$ cat src/rtl/nls_pkg.sv
package nls_pkg;
  typedef enum logic [2:0] {
    RSP_NONE    = 3'd0,
    RSP_CLAIMED = 3'd1,
    RSP_READY   = 3'd2,
    RSP_SUSPEND = 3'd3,
    RSP_RETRY   = 3'd4,
    RSP_DONE    = 3'd5,
    RSP_PERR    = 3'd6
  } rsp_e;
endpackage

$ cat src/rtl/nls_node_table.sv
module nls_node_table #(
  parameter int NODES = 16,
  parameter int NW    = 4,
  parameter int DW    = 2
) (
  input  logic          clk,
  input  logic          rst_n,
  input  logic [NW-1:0] rd_node,
  output logic          rd_eval,
  output logic          rd_lock,
  output logic [DW-1:0] rd_head,
  output logic          rd_hvld,
  input  logic [NW-1:0] q_node,
  output logic          q_eval,
  output logic          q_lock,
  input  logic          we,
  input  logic [NW-1:0] wr_node,
  input  logic          wr_eval,
  input  logic          wr_lock,
  input  logic [DW-1:0] wr_head,
  input  logic          wr_hvld
);
  logic          ev_q   [NODES];
  logic          lk_q   [NODES];
  logic [DW-1:0] hd_q   [NODES];
  logic          hv_q   [NODES];

  for (genvar g = 0; g < NODES; g++) begin : g_node
    logic sel;
    assign sel = we && (wr_node == NW'(g));
    always_ff @(posedge clk or negedge rst_n) begin
      if (!rst_n) begin
        ev_q[g] <= 1'b0;
        lk_q[g] <= 1'b0;
        hd_q[g] <= '0;
        hv_q[g] <= 1'b0;
      end else if (sel) begin
        ev_q[g] <= wr_eval;
        lk_q[g] <= wr_lock;
        hd_q[g] <= wr_head;
        hv_q[g] <= wr_hvld;
      end
    end
  end

  assign rd_eval = ev_q[rd_node];
  assign rd_lock = lk_q[rd_node];
  assign rd_head = hd_q[rd_node];
  assign rd_hvld = hv_q[rd_node];
  assign q_eval  = ev_q[q_node];
  assign q_lock  = lk_q[q_node];
endmodule

$ cat src/rtl/nls_waiter_mem.sv
module nls_waiter_mem #(
  parameter int DESC = 4,
  parameter int TW   = 8,
  parameter int DW   = 2
) (
  input  logic          clk,
  input  logic          rst_n,
  input  logic          alloc,
  input  logic [TW-1:0] a_task,
  input  logic          a_ntf,
  input  logic [DW-1:0] a_next,
  input  logic          a_next_vld,
  output logic          free_vld,
  output logic [DW-1:0] free_idx,
  input  logic          rel,
  input  logic [DW-1:0] rel_idx,
  input  logic [DW-1:0] rd_idx,
  output logic [TW-1:0] rd_task,
  output logic          rd_ntf,
  output logic [DW-1:0] rd_next,
  output logic          rd_next_vld
);
  logic [TW-1:0] tk_q [DESC];
  logic          nf_q [DESC];
  logic [DW-1:0] nx_q [DESC];
  logic          nv_q [DESC];
  logic [DW-1:0] fh_q;
  logic          fv_q;

  // one chain pointer per slot, shared by the free list and the waiter lists
  always_ff @(posedge clk or negedge rst_n) begin
    if (!rst_n) begin
      for (int i = 0; i < DESC; i++) begin
        nx_q[i] <= DW'(i + 1);
        nv_q[i] <= (i != DESC - 1);
      end
      fh_q <= '0;
      fv_q <= 1'b1;
    end else if (alloc) begin
      nx_q[fh_q] <= a_next;
      nv_q[fh_q] <= a_next_vld;
      fh_q       <= nx_q[fh_q];
      fv_q       <= nv_q[fh_q];
    end else if (rel) begin
      nx_q[rel_idx] <= fh_q;
      nv_q[rel_idx] <= fv_q;
      fh_q          <= rel_idx;
      fv_q          <= 1'b1;
    end
  end

  always_ff @(posedge clk) begin
    if (alloc) begin
      tk_q[fh_q] <= a_task;
      nf_q[fh_q] <= a_ntf;
    end
  end

  assign free_vld    = fv_q;
  assign free_idx    = fh_q;
  assign rd_task     = tk_q[rd_idx];
  assign rd_ntf      = nf_q[rd_idx];
  assign rd_next     = nx_q[rd_idx];
  assign rd_next_vld = nv_q[rd_idx];
endmodule

$ cat src/rtl/node_lock_store.sv
module node_lock_store #(
  parameter int NODES = 16,
  parameter int DESC  = 4,
  parameter int TW    = 8,
  parameter int NW    = $clog2(NODES)
) (
  input  logic          clk,
  input  logic          rst_n,
  input  logic          req_valid,
  output logic          req_ready,
  input  logic          req_upd,
  input  logic [NW-1:0] req_node,
  input  logic [TW-1:0] req_task,
  input  logic          req_notify,
  output logic          rsp_valid,
  output logic [2:0]    rsp_code,
  input  logic [NW-1:0] qry_node,
  output logic          qry_evaluated,
  output logic          qry_locked,
  output logic          pool_valid,
  input  logic          pool_ready,
  output logic [TW-1:0] pool_task,
  output logic          ntf_valid,
  input  logic          ntf_ready,
  output logic [TW-1:0] ntf_task
);
  import nls_pkg::*;
  localparam int DW = (DESC > 1) ? $clog2(DESC) : 1;

  logic          n_eval, n_lock, n_hvld;
  logic [DW-1:0] n_head;
  logic          tbl_we, wr_eval, wr_lock, wr_hvld;
  logic [DW-1:0] wr_head;
  logic          alloc, rel, free_vld;
  logic [DW-1:0] free_idx;
  logic [TW-1:0] w_task;
  logic          w_ntf, w_next_vld;
  logic [DW-1:0] w_next;

  logic          drain_q, drain_d;
  logic [DW-1:0] cur_q, cur_d;
  logic          rv_q, rv_d;
  rsp_e          rc_q, rc_d;
  logic          accept, fire;

  nls_node_table #(.NODES(NODES), .NW(NW), .DW(DW)) u_tbl (
    .clk(clk), .rst_n(rst_n),
    .rd_node(req_node), .rd_eval(n_eval), .rd_lock(n_lock),
    .rd_head(n_head), .rd_hvld(n_hvld),
    .q_node(qry_node), .q_eval(qry_evaluated), .q_lock(qry_locked),
    .we(tbl_we), .wr_node(req_node), .wr_eval(wr_eval), .wr_lock(wr_lock),
    .wr_head(wr_head), .wr_hvld(wr_hvld)
  );

  nls_waiter_mem #(.DESC(DESC), .TW(TW), .DW(DW)) u_wmem (
    .clk(clk), .rst_n(rst_n),
    .alloc(alloc), .a_task(req_task), .a_ntf(req_notify),
    .a_next(n_head), .a_next_vld(n_hvld),
    .free_vld(free_vld), .free_idx(free_idx),
    .rel(rel), .rel_idx(cur_q),
    .rd_idx(cur_q), .rd_task(w_task), .rd_ntf(w_ntf),
    .rd_next(w_next), .rd_next_vld(w_next_vld)
  );

  assign req_ready  = !drain_q;
  assign accept     = req_valid && !drain_q;
  assign pool_valid = drain_q && !w_ntf;
  assign ntf_valid  = drain_q && w_ntf;
  assign pool_task  = w_task;
  assign ntf_task   = w_task;
  assign fire       = (pool_valid && pool_ready) || (ntf_valid && ntf_ready);

  always_comb begin
    tbl_we  = 1'b0;
    wr_eval = n_eval;
    wr_lock = n_lock;
    wr_head = n_head;
    wr_hvld = n_hvld;
    alloc   = 1'b0;
    rel     = 1'b0;
    drain_d = drain_q;
    cur_d   = cur_q;
    rv_d    = accept;
    rc_d    = RSP_NONE;
    if (accept && !req_upd) begin
      if (n_eval) begin
        rc_d = RSP_READY;
      end else if (!n_lock) begin
        tbl_we  = 1'b1;
        wr_lock = 1'b1;
        rc_d    = RSP_CLAIMED;
      end else if (free_vld) begin
        tbl_we  = 1'b1;
        alloc   = 1'b1;
        wr_head = free_idx;
        wr_hvld = 1'b1;
        rc_d    = RSP_SUSPEND;
      end else begin
        rc_d = RSP_RETRY;
      end
    end else if (accept) begin
      if (!n_lock || n_eval) begin
        rc_d = RSP_PERR;
      end else begin
        tbl_we  = 1'b1;
        wr_eval = 1'b1;
        wr_lock = 1'b0;
        wr_hvld = 1'b0;
        rc_d    = RSP_DONE;
        if (n_hvld) begin
          drain_d = 1'b1;
          cur_d   = n_head;
        end
      end
    end
    if (fire) begin
      rel = 1'b1;
      if (w_next_vld) cur_d = w_next;
      else            drain_d = 1'b0;
    end
  end

  always_ff @(posedge clk or negedge rst_n) begin
    if (!rst_n) begin
      drain_q <= 1'b0;
      cur_q   <= '0;
      rv_q    <= 1'b0;
      rc_q    <= RSP_NONE;
    end else begin
      drain_q <= drain_d;
      cur_q   <= cur_d;
      rv_q    <= rv_d;
      rc_q    <= rc_d;
    end
  end

  assign rsp_valid = rv_q;
  assign rsp_code  = rc_q;
endmodule

$ cat config.mk
export PLATFORM = sky130hd
export DESIGN_NAME = node_lock_store
export DESIGN_NICKNAME = d
export VERILOG_FILES = /design/src/rtl/nls_pkg.sv /design/src/rtl/nls_node_table.sv /design/src/rtl/nls_waiter_mem.sv /design/src/rtl/node_lock_store.sv
export SDC_FILE = /design/constraint.sdc
export NUM_CORES = 1
export LEC_CHECK = 0
export BUFFER_PORTS_ARGS = -buffer_cell sky130_fd_sc_hd__buf_4
export CAP_MARGIN = 10
export CORE_AREA = 4 4 130 132
export DETAILED_ROUTE_END_ITERATION = 7
export DIE_AREA = 0 0 134 136
export GPL_ROUTABILITY_DRIVEN = 0
export HOLD_SLACK_MARGIN = 0.08
export SYNTH_ARGS = -nofsm -noshare
export SYNTH_HDL_FRONTEND = slang
export SYNTH_SLANG_ARGS = --single-unit
$ cat constraint.sdc
create_clock -name clk -period 6.5 [get_ports clk]
set_input_delay 0.325 -clock clk [delete_from_list [all_inputs] [get_ports clk]]
set_output_delay 0.325 -clock clk [all_outputs]
set_load 0.02 [all_outputs]
[Word level (Yosys, flattened, before mapping)]
Memories as Yosys holds them, arrays and structs flattened.
Index checks and enable logic that the tools add are counted.
Cells by class
  $lt $le $gt $ge: 6
  eq/ne operators: 15
  muxes and demuxes: 97
  bitwise operators: 4
  reduce and logical (&&, ||, !) cells: 32
Operators with widths (count)
  $mux W1: 49
  $mux W2: 21
  $eq A4 B4 Y1 const B: 8
  $logic_and A1 B1 Y1: 24
  $bmux W1 S4: 5
  $bwmux W8: 2
  $eq A4 B3 Y1 const B: 4
  $mux W8: 2
  $mux W3: 5
  $ge A5 B5 Y1 const B: 2
  $not A4 Y5: 2
  $bmux W2 S2: 2
  $bmux W2 S4: 1
  $bwmux W4: 2
  $demux W2 S2: 2
  $eq A4 B2 Y1 const B: 2
  $mux W4: 2
  $ge A3 B3 Y1 const B: 2
  $lt A3 B1 Y1 const B: 2
  $not A2 Y3: 2
  $bmux W1 S2: 2
  $demux W1 S2: 2
  $eq A4 B1 Y1 const B: 1
  $logic_not A1 Y1: 4
  3 further kinds: 4
Word-level totals
  register bits after elaboration: 102
  RAM bits: 36
  bits of input ports: 23
  output and inout port bits: 25
  word-level logic and storage cells: 234
  memories kept: 2
Memories
  u_wmem.tk_q: words 4, bits a word 8, rd ports 1, clocked after memory_dff 0, write ports 1, line nls_waiter_mem.sv:23  | logic [TW-1:0] tk_q [DESC];
  u_wmem.nf_q: words 4, bits a word 1, rd ports 1, clocked after memory_dff 0, write ports 1, line nls_waiter_mem.sv:24  | logic nf_q [DESC];

[Depth between registers and ports, before layout]
  depth after elaboration: 11
  mapped depth: 10
  depth with buffers taken out: 7

[By module]
A second synthesis with hierarchy kept.
Second synthesis, totals
  cells, all modules: 434
  area, all modules: 6652.6 sq um
By module, submodules not included
  nls_node_table: times used 1, cells each 259, area an instance 3900.0 sq um, seq. area each 2001.9 sq um
  nls_waiter_mem: times used 1, cells each 120, area an instance 2243.4 sq um, seq. area each 1466.4 sq um
  node_lock_store: times used 1, cells each 55, area an instance 509.2 sq um, seq. area each 175.2 sq um

[Worst setup path before layout]
OpenSTA, ideal clock, no wires.
  kind: in2reg
  start point: input port req_node[1]
  end point: memory u_wmem.nf_q[1], enable pin
  library setup time: 0.399 ns
  arrival: 2.776 ns
  data required time: 6.101 ns
  setup slack: 3.326 ns
  stages: 8
  path buffers: 3
  cells stage by stage: buf_6 buf_8 mux4_1 mux2i_1 mux2_4 nand3_1 clkbuf_1 nor3b_1
On the way
  cells in the longest elaborated chain, start to end: 9
  elaborated cells between the ends (all ways): 12
  those cells by class: 11 x mux; 1 x bitwise
RTL lines
  from (decl): line node_lock_store.sv:12  | input logic [NW-1:0] req_node,
  $not A4 Y5 (implied by the code) *: line nls_node_table.sv:46, nls_node_table.sv:47
  $bmux W1 S4: line nls_node_table.sv:47  | assign rd_lock = lk_q[rd_node];
  $mux W1 (implied by the code) (2 in a row): line nls_node_table.sv:47
  $mux W1: line node_lock_store.sv:88  | end else if (!n_lock) begin
  $mux W1 *: line node_lock_store.sv:86  | if (n_eval) begin
  $mux W1 *: line node_lock_store.sv:85  | if (accept && !req_upd) begin
  $mux W1 *: line nls_waiter_mem.sv:53  | if (alloc) begin
  $mux W1 (implied by the code) *: line nls_waiter_mem.sv:55  | nf_q[fh_q] <= a_ntf;
  to (decl): line nls_waiter_mem.sv:24
Mark *: on every way between the ends. The rest lies on a longest branch, timed or not. The select of a mux whose other input is x is not followed.

[Worst setup path after layout]
  start point: register cur_q[0]
  end point: register u_wmem.nx_q[4] in the netlist's numbering
On the way
  cells in the longest elaborated chain, start to end: 8
  elaborated cells between the ends (all ways): 18
  those cells by class: 2 x order compare; 6 x mux; 1 x bitwise; 8 x reduce/logical; 1 x memory
RTL lines
  from (decl): line node_lock_store.sv:41  | logic [DW-1:0] cur_q, cur_d;
  from (signal assigned): line node_lock_store.sv:131  | cur_q <= cur_d;
  $not A2 Y3 (implied by the code): line nls_waiter_mem.sv:45  | nx_q[rel_idx] <= fh_q;
  $ge A3 B3 Y1 (implied by the code) or $lt A3 B1 Y1 (tied branches): line nls_waiter_mem.sv:45
  $logic_and A1 B1 Y1 (implied by the code): line nls_waiter_mem.sv:45
  $mux W2 (implied by the code): line nls_waiter_mem.sv:45
  $demux W2 S2: line nls_waiter_mem.sv:45
  $bwmux W8: line nls_waiter_mem.sv:45
  $mux W8: line nls_waiter_mem.sv:44  | end else if (rel) begin
  $mux W8: line nls_waiter_mem.sv:39  | end else if (alloc) begin
  to (signal, indexed assignment): line nls_waiter_mem.sv:34  | nx_q[i] <= DW'(i + 1);
  to (signal, indexed assignment): line nls_waiter_mem.sv:40  | nx_q[fh_q] <= a_next;
  to (signal, indexed assignment): line nls_waiter_mem.sv:45
  to (decl): line nls_waiter_mem.sv:25  | logic [DW-1:0] nx_q [DESC];
Parallel ways exist; a longest one is shown, timed or not. The select of a mux whose other input is x is not followed.
A chain may end at the register's enable or synchronous reset.

==> flow_metrics.py <==
metrics = {
    "outcome": {
        "status": "finished, final reports clean",
    },
    "synth": {
        "synth_compound_area_share_pct": 4.47,
        "syn-cell-area_um2": 6940,
        "synth.top_cell.area_share_pct": 33.9,
        "synthXorXnorAreaFrac_pct": 0,
        "synth_nets": 471,
        "synth_edf_count": 36,
        "synth_top_family_by_area": "multiplexers",
        "synth_area_leaders": "dfrtp_1 34%, edfxtp_1 16%, mux4_2 12%, mux2_2 8.1%, mux4_1 4.2%",
        "synth_seq_cells": 138,
        "avgSynthCellArea_um2": 15.5,
        "synthCells": 448,
        "synthMuxAreaShare_pct": 31.4,
        "synth_fa_ha_area_share_pct": 0,
        "ys_warn_count": 0,
        "synth_async_sr_flop_share_pct": 73.9,
        "yosys.area.top_type": "dfrtp_1",
        "synth-simple-area-share_pct": 7.59,
        "seq_area_frac_synth_pct": 52.5,
        "synth_top_flop_cell": "dfrtp_1",
        "synth.distinct_cells": 49,
    },
    "route": {
        "drt-total-wl_um": 15100,
        "dr_total_vias": 4041,
        "ant_nets": 0,
        "drtIter0Drc": 313,
        "avgRoutedWirePerCell_um": 21.5,
        "dr.pass1.iters": 5,
        "avgViaCountPerCell": 5.76,
        "drc": 0,
    },
    "cells_and_area": {
        "instances_no_fill": 701,
        "syn_to_final_growth_pct": 14.0,
        "nets": 495,
        "antenna_cells": 0,
        "drive_above_1_share_pct": 42.1,
        "final_area_um2": 7910,
    },
    "power": {
        "power_frac_seq_pct": 45.2,
        "finalPower_mw": 2.30,
        "power_density_nw_per_um2": 291,
        "ir_drop_mv": 0.229,
        "p_sw_share_pct": 26.1,
        "power.internal_mw": 1.70,
        "p_clk_share_pct": 40.4,
        "power.switching_mw": 0.600,
        "p_comb_share_pct": 14.5,
        "leakagePower_nw": 3.36,
    },
    "floorplan": {
        "die_w_um": 134,
        "dieArea_um2": 18200,
        "rows": 46,
        "num_io_pins": 48,
        "start_util_pct": 44.2,
        "core_um2": 15700,
        "die_height_um": 136,
    },
    "worst_setup_path": {
        "reg2reg_from": "cur_q[0]",
        "path_class": "register to register",
        "startpoint": "cur_q[0]",
        "rrSetupSlack_ns": 3.24,
        "crit_arrival_ns": 3.50,
        "start_kind": "register",
        "timing.rr.end": "u_wmem.nx_q[4]",
        "r2r_cells": 6,
        "worstPathRequired_ns": 6.74,
        "crit_chain": "mux4_2 -> mux2i_1 -> nand2b_1 -> nor3b_1 -> mux2i_1 -> o22ai_1",
        "path_common_cell": "mux2i_1",
        "path_max_fanout": 18,
        "critPathCaptureType": "register",
        "crit_slowest_cell": "dfrtp_1",
        "slowest_delay_ns": 1.01,
    },
    "clock_network": {
        "cts.sink_count": 138,
        "cts_setup_buffers": 0,
        "cts_tree": "built",
        "clock_latency_ns": 0.42,
        "root_buffer": "clkbuf_16",
        "holdBufCountCts": 1,
        "cts_resized": 0,
        "cts.path.max_buffers": 2,
        "htreeDepth": 4,
        "cts_buffers": 17,
        "path_clk_slew_ns": 0.06,
    },
    "worst_hold_path": {
        "worstHoldStart": "req_task[4]",
        "hold_path_class": "input port to register",
        "hold_end": "u_wmem.tk_q[0][4]",
        "whs_path_depth": 1,
    },
    "placed_design": {
        "post-place-cells": 668,
        "dpl.hpwl_um": 10200,
        "dpl_cell_area_um2": 7330,
        "dp_worst_setup_slack_ns": 2.98,
        "io_buffer_count": 47,
    },
    "timing": {
        "clock_skew_ns": 0.00676,
        "fmax_ghz": 0.307,
        "fin_crit_sh_pct": 50.1,
        "tns_ns": 0,
        "tightest_slew_ns": 1.23,
        "rsz0062_at_grt": "no",
        "slew_viol_final": 0,
        "setup_ws_ns": 3.24,
        "finalSetupViolCount": 0,
        "max_slew_margin_pct": 17.9,
        "hold_violations": 0,
        "finalCriticalPeriod_ns": 3.26,
    },
    "run": {
        "cap_viol_max_count": 0,
    },
    "global_routing": {
        "gr-total-overflow": 0,
        "grt_use_total_pct": 17.6,
        "grt_pass1_vias": 4249,
        "antenna_found_initial": 0,
        "grt_max_degree": 84,
        "grt_pass1_wl_um": 24300,
    },
}
[worst max-delay path: cells and delay by family (launching register included)]
family / cells / cell delay (ns)
mux: 3 / 1.09
flops: 1 / 1.01
simple gates: 2 / 0.87
compound gates: 1 / 0.11
[cell type report]
cell class,instances,area [um^2]
fillers,1327,7800
flip-flops and latches,138,3640
multi-input cells,260,3030
clock buffers,20,447
repair buffers,50,378
well taps,216,270
clock inverters,12,126
inverters,5,18.8
[synthesized netlist by cell type, types with 8 or more instances]
cell type  instances
nand2_1           13
mux2i_1           26
o21bai_1           8
mux4_1            11
edfxtp_1          36
a21o_1             8
dfstp_2            8
clkbuf_1          20
dfrtp_1           94
mux2_2            50
buf_4              8
mux4_2            36
nor2_1            12
mux2_4            17
[through the flow]
step	hold slack (ns)	util, %
floorplan	0.0294	-
global placement	0.223	46.6
detailed placement	0.227	46.6
CTS	0.0918	50.3
global route	0.0872	50.3
finish	0.104	50.3
[cell usage in the layout, fill, tap and decap left out, drive strengths merged, types with 8 or more instances in the layout]
master / n
dfrtp: 94
mux2: 67
buf: 49
mux4: 47
edfxtp: 36
mux2i: 26
clkbuf: 20
nand2: 13
nor2: 12
a21o: 8
o21bai: 8
dfstp: 8
[power by group through the flow]
stage,Sequential [mW],Combinational [mW],Clock [mW]
after floorplan,1.02,0.264,0
after global placement,1.05,0.326,0
after detailed placement,1.05,0.334,0
after CTS,1.04,0.335,0.946
after global routing,1.05,0.357,0.989
final,1.04,0.333,0.929
[worst max path at each step]
stage / slack (ns) / cells after the start / endpoint
floorplan: 3.33 / 8 / u_wmem.nf_q[1]
global placement: 3.09 / 6 / u_wmem.tk_q[1][4]
detailed placement: 2.98 / 7 / u_tbl.hv_q[4]
CTS: 3.20 / 6 / u_wmem.nx_q[4]
global route: 3.00 / 6 / u_wmem.nx_q[3]
finish: 3.24 / 6 / u_wmem.nx_q[4]
[cell families after synthesis]
kind of cell | Yosys count
simple gates | 78
mux | 140
compound gates | 42
flops | 138
buf+inv | 50
[per-layer routing]
metal	vias up	routed length, um	track usage, %
li1	1787	-	-
met1	2114	6840	24.2
met2	112	7250	27.6
met4	0	343	7.20
met5	-	0	0
met3	28	666	3.70
[sequential cells by signal, summed over array words and instances, names as in the netlist]
register,flops
u_tbl.hv_q,16
u_tbl.hd_q,32
u_tbl.lk_q,16
u_wmem.free_idx,2
u_tbl.ev_q,16
u_wmem.tk_q,32
rsp_code,3
drain_q,1
cur_q,2
rsp_valid,1
u_wmem.nf_q,4
u_wmem.nv_q,4
u_wmem.free_vld,1
u_wmem.nx_q,8
Note: power is estimated with default switching activity, not from simulation.
